[src/rtl/gshare_pkg.sv]
package gshare_pkg;
  typedef logic [1:0] ctr_t;

  localparam ctr_t CTR_STRONG_NT = 2'b00;
  localparam ctr_t CTR_WEAK_T    = 2'b10;
  localparam ctr_t CTR_STRONG_T  = 2'b11;

  function automatic ctr_t ctr_next(ctr_t cur, logic taken);
    ctr_t res;
    if (taken) res = (cur == CTR_STRONG_T)  ? cur : cur + 2'd1;
    else       res = (cur == CTR_STRONG_NT) ? cur : cur - 2'd1;
    return res;
  endfunction
endpackage

[src/rtl/gshare_history.sv]
module gshare_history #(
  parameter int HIST_W = 8
) (
  input  logic              clk_i,
  input  logic              rst_ni,
  input  logic              shift_i,
  input  logic              bit_i,
  output logic [HIST_W-1:0] hist_o
);
  logic [HIST_W-1:0] hist_q;

  always_ff @(posedge clk_i or negedge rst_ni) begin
    if (!rst_ni)      hist_q <= '0;
    else if (shift_i) hist_q <= {hist_q[HIST_W-2:0], bit_i};
  end

  assign hist_o = hist_q;
endmodule

[src/rtl/gshare_index.sv]
module gshare_index #(
  parameter int ADDR_W  = 32,
  parameter int HIST_W  = 8,
  parameter int PC_BITS = 8,
  parameter int PC_LSB  = 2
) (
  input  logic [ADDR_W-1:0] pc_i,
  input  logic [HIST_W-1:0] hist_i,
  output logic [HIST_W-1:0] idx_o
);
  localparam int PAD = HIST_W - PC_BITS;

  logic [HIST_W-1:0] pc_ext;
  logic              unused_pc;

  // only the selected address field feeds the hash
  assign unused_pc = ^pc_i;

  if (PAD == 0) begin : g_full
    assign pc_ext = pc_i[PC_LSB +: PC_BITS];
  end else begin : g_pad
    assign pc_ext = {{PAD{1'b0}}, pc_i[PC_LSB +: PC_BITS]};
  end

  assign idx_o = hist_i ^ pc_ext;
endmodule

[src/rtl/gshare_table.sv]
module gshare_table
  import gshare_pkg::*;
#(
  parameter int IDX_W = 8,
  localparam int DEPTH = 1 << IDX_W
) (
  input  logic               clk_i,
  input  logic               rst_ni,
  input  logic [IDX_W-1:0]   rd_idx_i,
  output ctr_t               rd_cnt_o,
  input  logic               wr_en_i,
  input  logic [IDX_W-1:0]   wr_idx_i,
  input  logic               wr_taken_i,
  output logic [2*DEPTH-1:0] flat_o
);
  ctr_t cnt_q [DEPTH];

  for (genvar g = 0; g < DEPTH; g++) begin : g_ent
    always_ff @(posedge clk_i or negedge rst_ni) begin
      if (!rst_ni)
        cnt_q[g] <= CTR_WEAK_T;
      else if (wr_en_i && (wr_idx_i == IDX_W'(g)))
        cnt_q[g] <= ctr_next(cnt_q[g], wr_taken_i);
    end
    assign flat_o[2*g +: 2] = cnt_q[g];
  end

  // read sees the stored value, so a same-cycle write is not forwarded
  assign rd_cnt_o = cnt_q[rd_idx_i];
endmodule

[src/rtl/gshare_predictor.sv]
module gshare_predictor
  import gshare_pkg::*;
#(
  parameter int ADDR_W  = 32,
  parameter int HIST_W  = 8,
  parameter int PC_BITS = 8,
  parameter int PC_LSB  = 2
) (
  input  logic              clk_i,
  input  logic              rst_ni,
  input  logic [ADDR_W-1:0] lkp_pc_i,
  output logic              pred_taken_o,
  output logic [HIST_W-1:0] pred_idx_o,
  output logic [HIST_W-1:0] hist_o,
  input  logic              upd_valid_i,
  input  logic [ADDR_W-1:0] upd_pc_i,
  input  logic              upd_taken_i,
  input  logic [HIST_W-1:0] upd_hist_i
);
  localparam int DEPTH = 1 << HIST_W;

  logic [HIST_W-1:0]  hist;
  logic [HIST_W-1:0]  lkp_idx;
  logic [HIST_W-1:0]  upd_idx;
  ctr_t               lkp_cnt;
  logic [2*DEPTH-1:0] cnt_flat;

  gshare_history #(.HIST_W(HIST_W)) u_hist (
    .clk_i  (clk_i),
    .rst_ni (rst_ni),
    .shift_i(upd_valid_i),
    .bit_i  (upd_taken_i),
    .hist_o (hist)
  );

  gshare_index #(
    .ADDR_W(ADDR_W), .HIST_W(HIST_W), .PC_BITS(PC_BITS), .PC_LSB(PC_LSB)
  ) u_lkp_idx (
    .pc_i  (lkp_pc_i),
    .hist_i(hist),
    .idx_o (lkp_idx)
  );

  // training index rebuilt from the snapshot, not the live history
  gshare_index #(
    .ADDR_W(ADDR_W), .HIST_W(HIST_W), .PC_BITS(PC_BITS), .PC_LSB(PC_LSB)
  ) u_upd_idx (
    .pc_i  (upd_pc_i),
    .hist_i(upd_hist_i),
    .idx_o (upd_idx)
  );

  gshare_table #(.IDX_W(HIST_W)) u_tbl (
    .clk_i     (clk_i),
    .rst_ni    (rst_ni),
    .rd_idx_i  (lkp_idx),
    .rd_cnt_o  (lkp_cnt),
    .wr_en_i   (upd_valid_i),
    .wr_idx_i  (upd_idx),
    .wr_taken_i(upd_taken_i),
    .flat_o    (cnt_flat)
  );

  assign pred_taken_o = lkp_cnt[1];
  assign pred_idx_o   = lkp_idx;
  assign hist_o       = hist;
endmodule

[config.mk]
export PLATFORM = sky130hd
export DESIGN_NAME = gshare_predictor
export DESIGN_NICKNAME = d
export VERILOG_FILES = /design/src/rtl/gshare_pkg.sv /design/src/rtl/gshare_history.sv /design/src/rtl/gshare_index.sv /design/src/rtl/gshare_table.sv /design/src/rtl/gshare_predictor.sv
export SDC_FILE = /design/constraint.sdc
export NUM_CORES = 2
export LEC_CHECK = 0
export BUFFER_PORTS_ARGS = -buffer_cell sky130_fd_sc_hd__buf_2
export CAP_MARGIN = 0
export CORE_MARGIN = 2
export CORE_UTILIZATION = 46
export CTS_BUF_LIST = sky130_fd_sc_hd__clkbuf_2
export DETAILED_ROUTE_END_ITERATION = 6
export SYNTH_ARGS = -nofsm -noshare
export SYNTH_HDL_FRONTEND = slang
export SYNTH_SLANG_ARGS = --single-unit
[constraint.sdc]
create_clock -name clk_i -period 2.4 [get_ports clk_i]
set_input_delay 0.12 -clock clk_i [delete_from_list [all_inputs] [get_ports clk_i]]
set_output_delay 0.12 -clock clk_i [all_outputs]
set_load 0.1 [all_outputs]
==> summary.md <==
| Metric | Value |
|---|---|
| Post-synth top flop | dfrtp_1 |
| DP HPWL | 75500 µm |
| Period utilisation layout | 1.75 |
| Clock transition at path regs | 100 ps |
| FF-to-FF setup slack | 790 ps |
| Area Overhead vs Synth | 20.2% |
| Area share of the largest cell type after synthesis | 0.228 |
| P per Cell Area | 613 nW/µm² |
| Initial antenna violation count | 4 |
| H-tree Lvls | 4 |
| Asr flop ratio synth | 1.00 |
| Post-Syn Area per Cell | 8.61 µm² |
| Post-synthesis net count | 3508 |
| Pins Over Slew Limit | 0 |
| Iteration-0 DRC count of the detailed router | 2470 |
| Setup CP Type | flop to primary output |
| Unrepaired setup endpoints after global routing | yes |
| Hold crit path type | input pin to flop |
| Root Buffer | clkbuf_2 |
| Port bufs | 44 |
| Die area | 66300 µm² |
| Pre-antenna DRT Iters | 6 |
| Std cell rows | 92 |
| Max-cap violation count | 0 |
| GR Util All Layers | 0.327 |
| Status | finished with violations |
| Netlist cell types | 54 |
| Dominant cell type by area after synthesis | dfstp_2 |
| Fin. Hold Viols | 0 |
| Clock Skew | 62.2 ps |
| Post-Syn Instances | 3432 |
| # DRC | 0 |
| Vias in the first global route | 28775 |
| Mapped cell area | 29600 µm² |
| Worst ir drop on vdd | 0.994 mV |
| Core region area | 63300 µm² |
| Inserted Clock Buffers | 149 |
| R2R depth | 5 |
| PnR worst setup slack | -1790 ps |
| Reg-to-reg critical path startpoint | u_tbl.flat_o[93] |
| Largest cells by area after synthesis | dfstp_2 (23%), dfrtp_1 (22%), o21ai_0 (11%), a21oi_1 (7.9%), nor2_1 (7.4%) |
| CTS tree | yes |
| Achievable Freq | 239 MHz |
| Worst path max stage delay | 450 ps |
| Largest net degree at the start of global routing | 130 |
| Congestion Overflow GR | 0 |
| # fillers | 5768 |
| Layout cells sized above 1 | 0.247 |
| Worst-Margin Slew | 956 ps |
| Worst skew pair latency | 1360 ps |
| Final #Nets | 3898 |
| Placed cells | 4434 |
| Setup crit end kind | primary output |
| Arrival time at the worst endpoint | 4070 ps |
| Ys Warns | 0 |
| CP top delay family | buffers and inverters |
| GP Congestion | 0.913 |
| Detail Route Antenna Nets | 0 |
| Worst setup path end | pred_taken_o |
| Routed WL per cell | 22.8 µm |
| Critical path origin | u_hist.hist_o[1] |
| Failing checks | negative setup slack |
| Final setup fails | 11 |
| Crit-path max FO | 8 |
| Die H | 257 µm |
| Worst rel slew slack | 0.362 |
| Final Critical Period | 4190 ps |
| Fin cells | 4793 |
| P_leak | 0.0141 µW |
| Horiz. Die Dim | 257 µm |
| Hold slack | 64.7 ps |
| CP Cell Sequence | xnor2_4, buf_12, buf_8, nand3_2, buf_12, buf_4, o22ai_2, nor3_2, nor3_1, nor4_2, buf_4, nor4_4, buf_6 |
| Initial core utilization | 0.467 |
| Via count | 29457 |
| Clock sink count | 520 |
| Critical Path Start Type | flop |
| Reg2reg end | u_tbl.flat_o[92] |
| Routed Wire Length | 109000 µm |
| Seq cells post-synth | 520 |
| Via density per instance | 6.15 |
| WP buf/inv | 6 |
| WP depth | 13 |
| Clock Path Buffers | 3 |
| EDFF count, synth | 0 |
| Crit-path slowest cell | dfrtp_2 |
| Sequential share of the synthesized area | 0.451 |
| CP required | 2280 ps |
| First-pass GRT wire length | 166000 µm |
| # IOs | 93 |
[where the power goes]
group / leakage [µW] / switching (µW) / internal [µW]
clock: 0.00110 / 4170 / 2950
sequential: 0.00597 / 396 / 9070
combinational: 0.00699 / 3150 / 2050
[cells by family (layout without fill, tap and decap cells)]
group	Yosys count	in the layout	share of synthesized area
other	0	4	0
multiplexers	107	107	0.0505
flip-flops	520	520	0.451
AO/OA/AOI/OAI	1461	1461	0.274
buffers and inverters	156	667	0.0242
AND/OR/NAND/NOR	1164	1164	0.188
XOR/XNOR	24	24	0.0114
[registers in the layout (all words and copies together), names as in the netlist]
register / count
u_tbl.flat_o: 512
u_hist.hist_o: 8
[cell type report]
cell class / instances / area [µm²] / area share
multi-input cells: 2756 / 15800 / 0.445
flip-flops and latches: 520 / 13400 / 0.376
repair buffers: 386 / 3800 / 0.107
clock buffers: 239 / 1200 / 0.0337
well taps: 846 / 1060 / 0.0298
clock inverters: 33 / 226 / 0.00638
inverters: 9 / 82.6 / 0.00232
diodes: 4 / 10.0 / 0.000282
[stage by stage]
step | total power, µW | area, µm² | util | setup WS, ps | setup TNS, ps
after floorplan | 12000 | 29700 | - | -978 | -978
after global placement | 13800 | 32800 | 0.518 | -583 | -4850
after detailed placement | 13900 | 32800 | 0.518 | -584 | -8600
after CTS | 21700 | 35100 | 0.555 | -1910 | -23100
after global routing | 22700 | 35500 | 0.561 | -1960 | -5910
final | 21800 | 35500 | 0.561 | -1790 | -4230
[cell usage after synthesis (9+ instances only)]
cell	instances
a211oi_1	26
a21oi_1	465
a221o_1	25
a31oi_1	68
and2_1	10
buf_2	44
clkbuf_1	87
dfrtp_1	264
dfstp_2	256
mux2_2	10
mux2i_1	65
mux4_2	30
nand2_1	245
nand3_1	26
nand3b_1	163
nor2_1	579
nor3_1	36
nor3b_1	66
o21ai_0	647
o21ai_1	9
o22ai_1	36
o31ai_1	172
[what timing repair did]
| action | in CTS | in global routing |
|---|---|---|
| endpoints found under the hold margin | 1040 | 180 |
| endpoints found under the setup margin | 17 | 200 |
| pin swaps | 6 | 16 |
| buffers inserted | 14 | 23 |
| hold buffers | 51 | 2 |
| gates resized for setup | 81 | 50 |
| gates cloned | 0 | 1 |
[worst min-delay path by stage]
stage | startpoint | to | slack, ps | cells past startpoint
after floorplan | rst_ni | u_hist.hist_o[1] | -180 | 0
after global placement | rst_ni | u_tbl.flat_o[72] | 220 | 1
after detailed placement | rst_ni | u_tbl.flat_o[246] | 230 | 1
after CTS | upd_pc_i[9] | u_tbl.flat_o[61] | 10 | 7
after global routing | upd_hist_i[0] | u_tbl.flat_o[220] | 30 | 7
final | upd_hist_i[0] | u_tbl.flat_o[220] | 60 | 7
[worst register-to-register path, stage by stage, from the launching register on]
cell	delay [ps]
dfstp_2	590
buf_4	130
nand3b_1	90
o21ai_0	80
a21oi_1	110
dlygate4sd3_1	550
[layer usage]
layer / up-vias / share of wire / GRT usage
met2: 926 / 0.48 / 0.547
li1: 13598 / - / -
met4: 2 / 0.056 / 0.174
met1: 14688 / 0.40 / 0.400
met5: - / 0.000073 / 0
met3: 243 / 0.058 / 0.0647
[layout by cell type (no fill, tap or decap), types with 9 or more instances in the layout]
cell	count
a21oi_1	464
nand3_1	25
clkbuf_2	239
a221o_1	25
mux2i_1	65
nor4_2	9
mux2_2	10
buf_6	18
nor3b_1	66
nor3_1	29
nand2_1	244
o21ai_1	12
buf_4	234
buf_2	25
buf_12	53
dlygate4sd3_1	44
o21ai_0	644
nor2_1	573
dfstp_2	256
o22ai_1	31
nand3b_1	163
o31ai_1	172
dfrtp_1	256
mux4_2	31
a31oi_1	67
and2_1	10
a211oi_1	26
clkinv_1	19
Note: power is estimated with default switching activity, not from simulation.
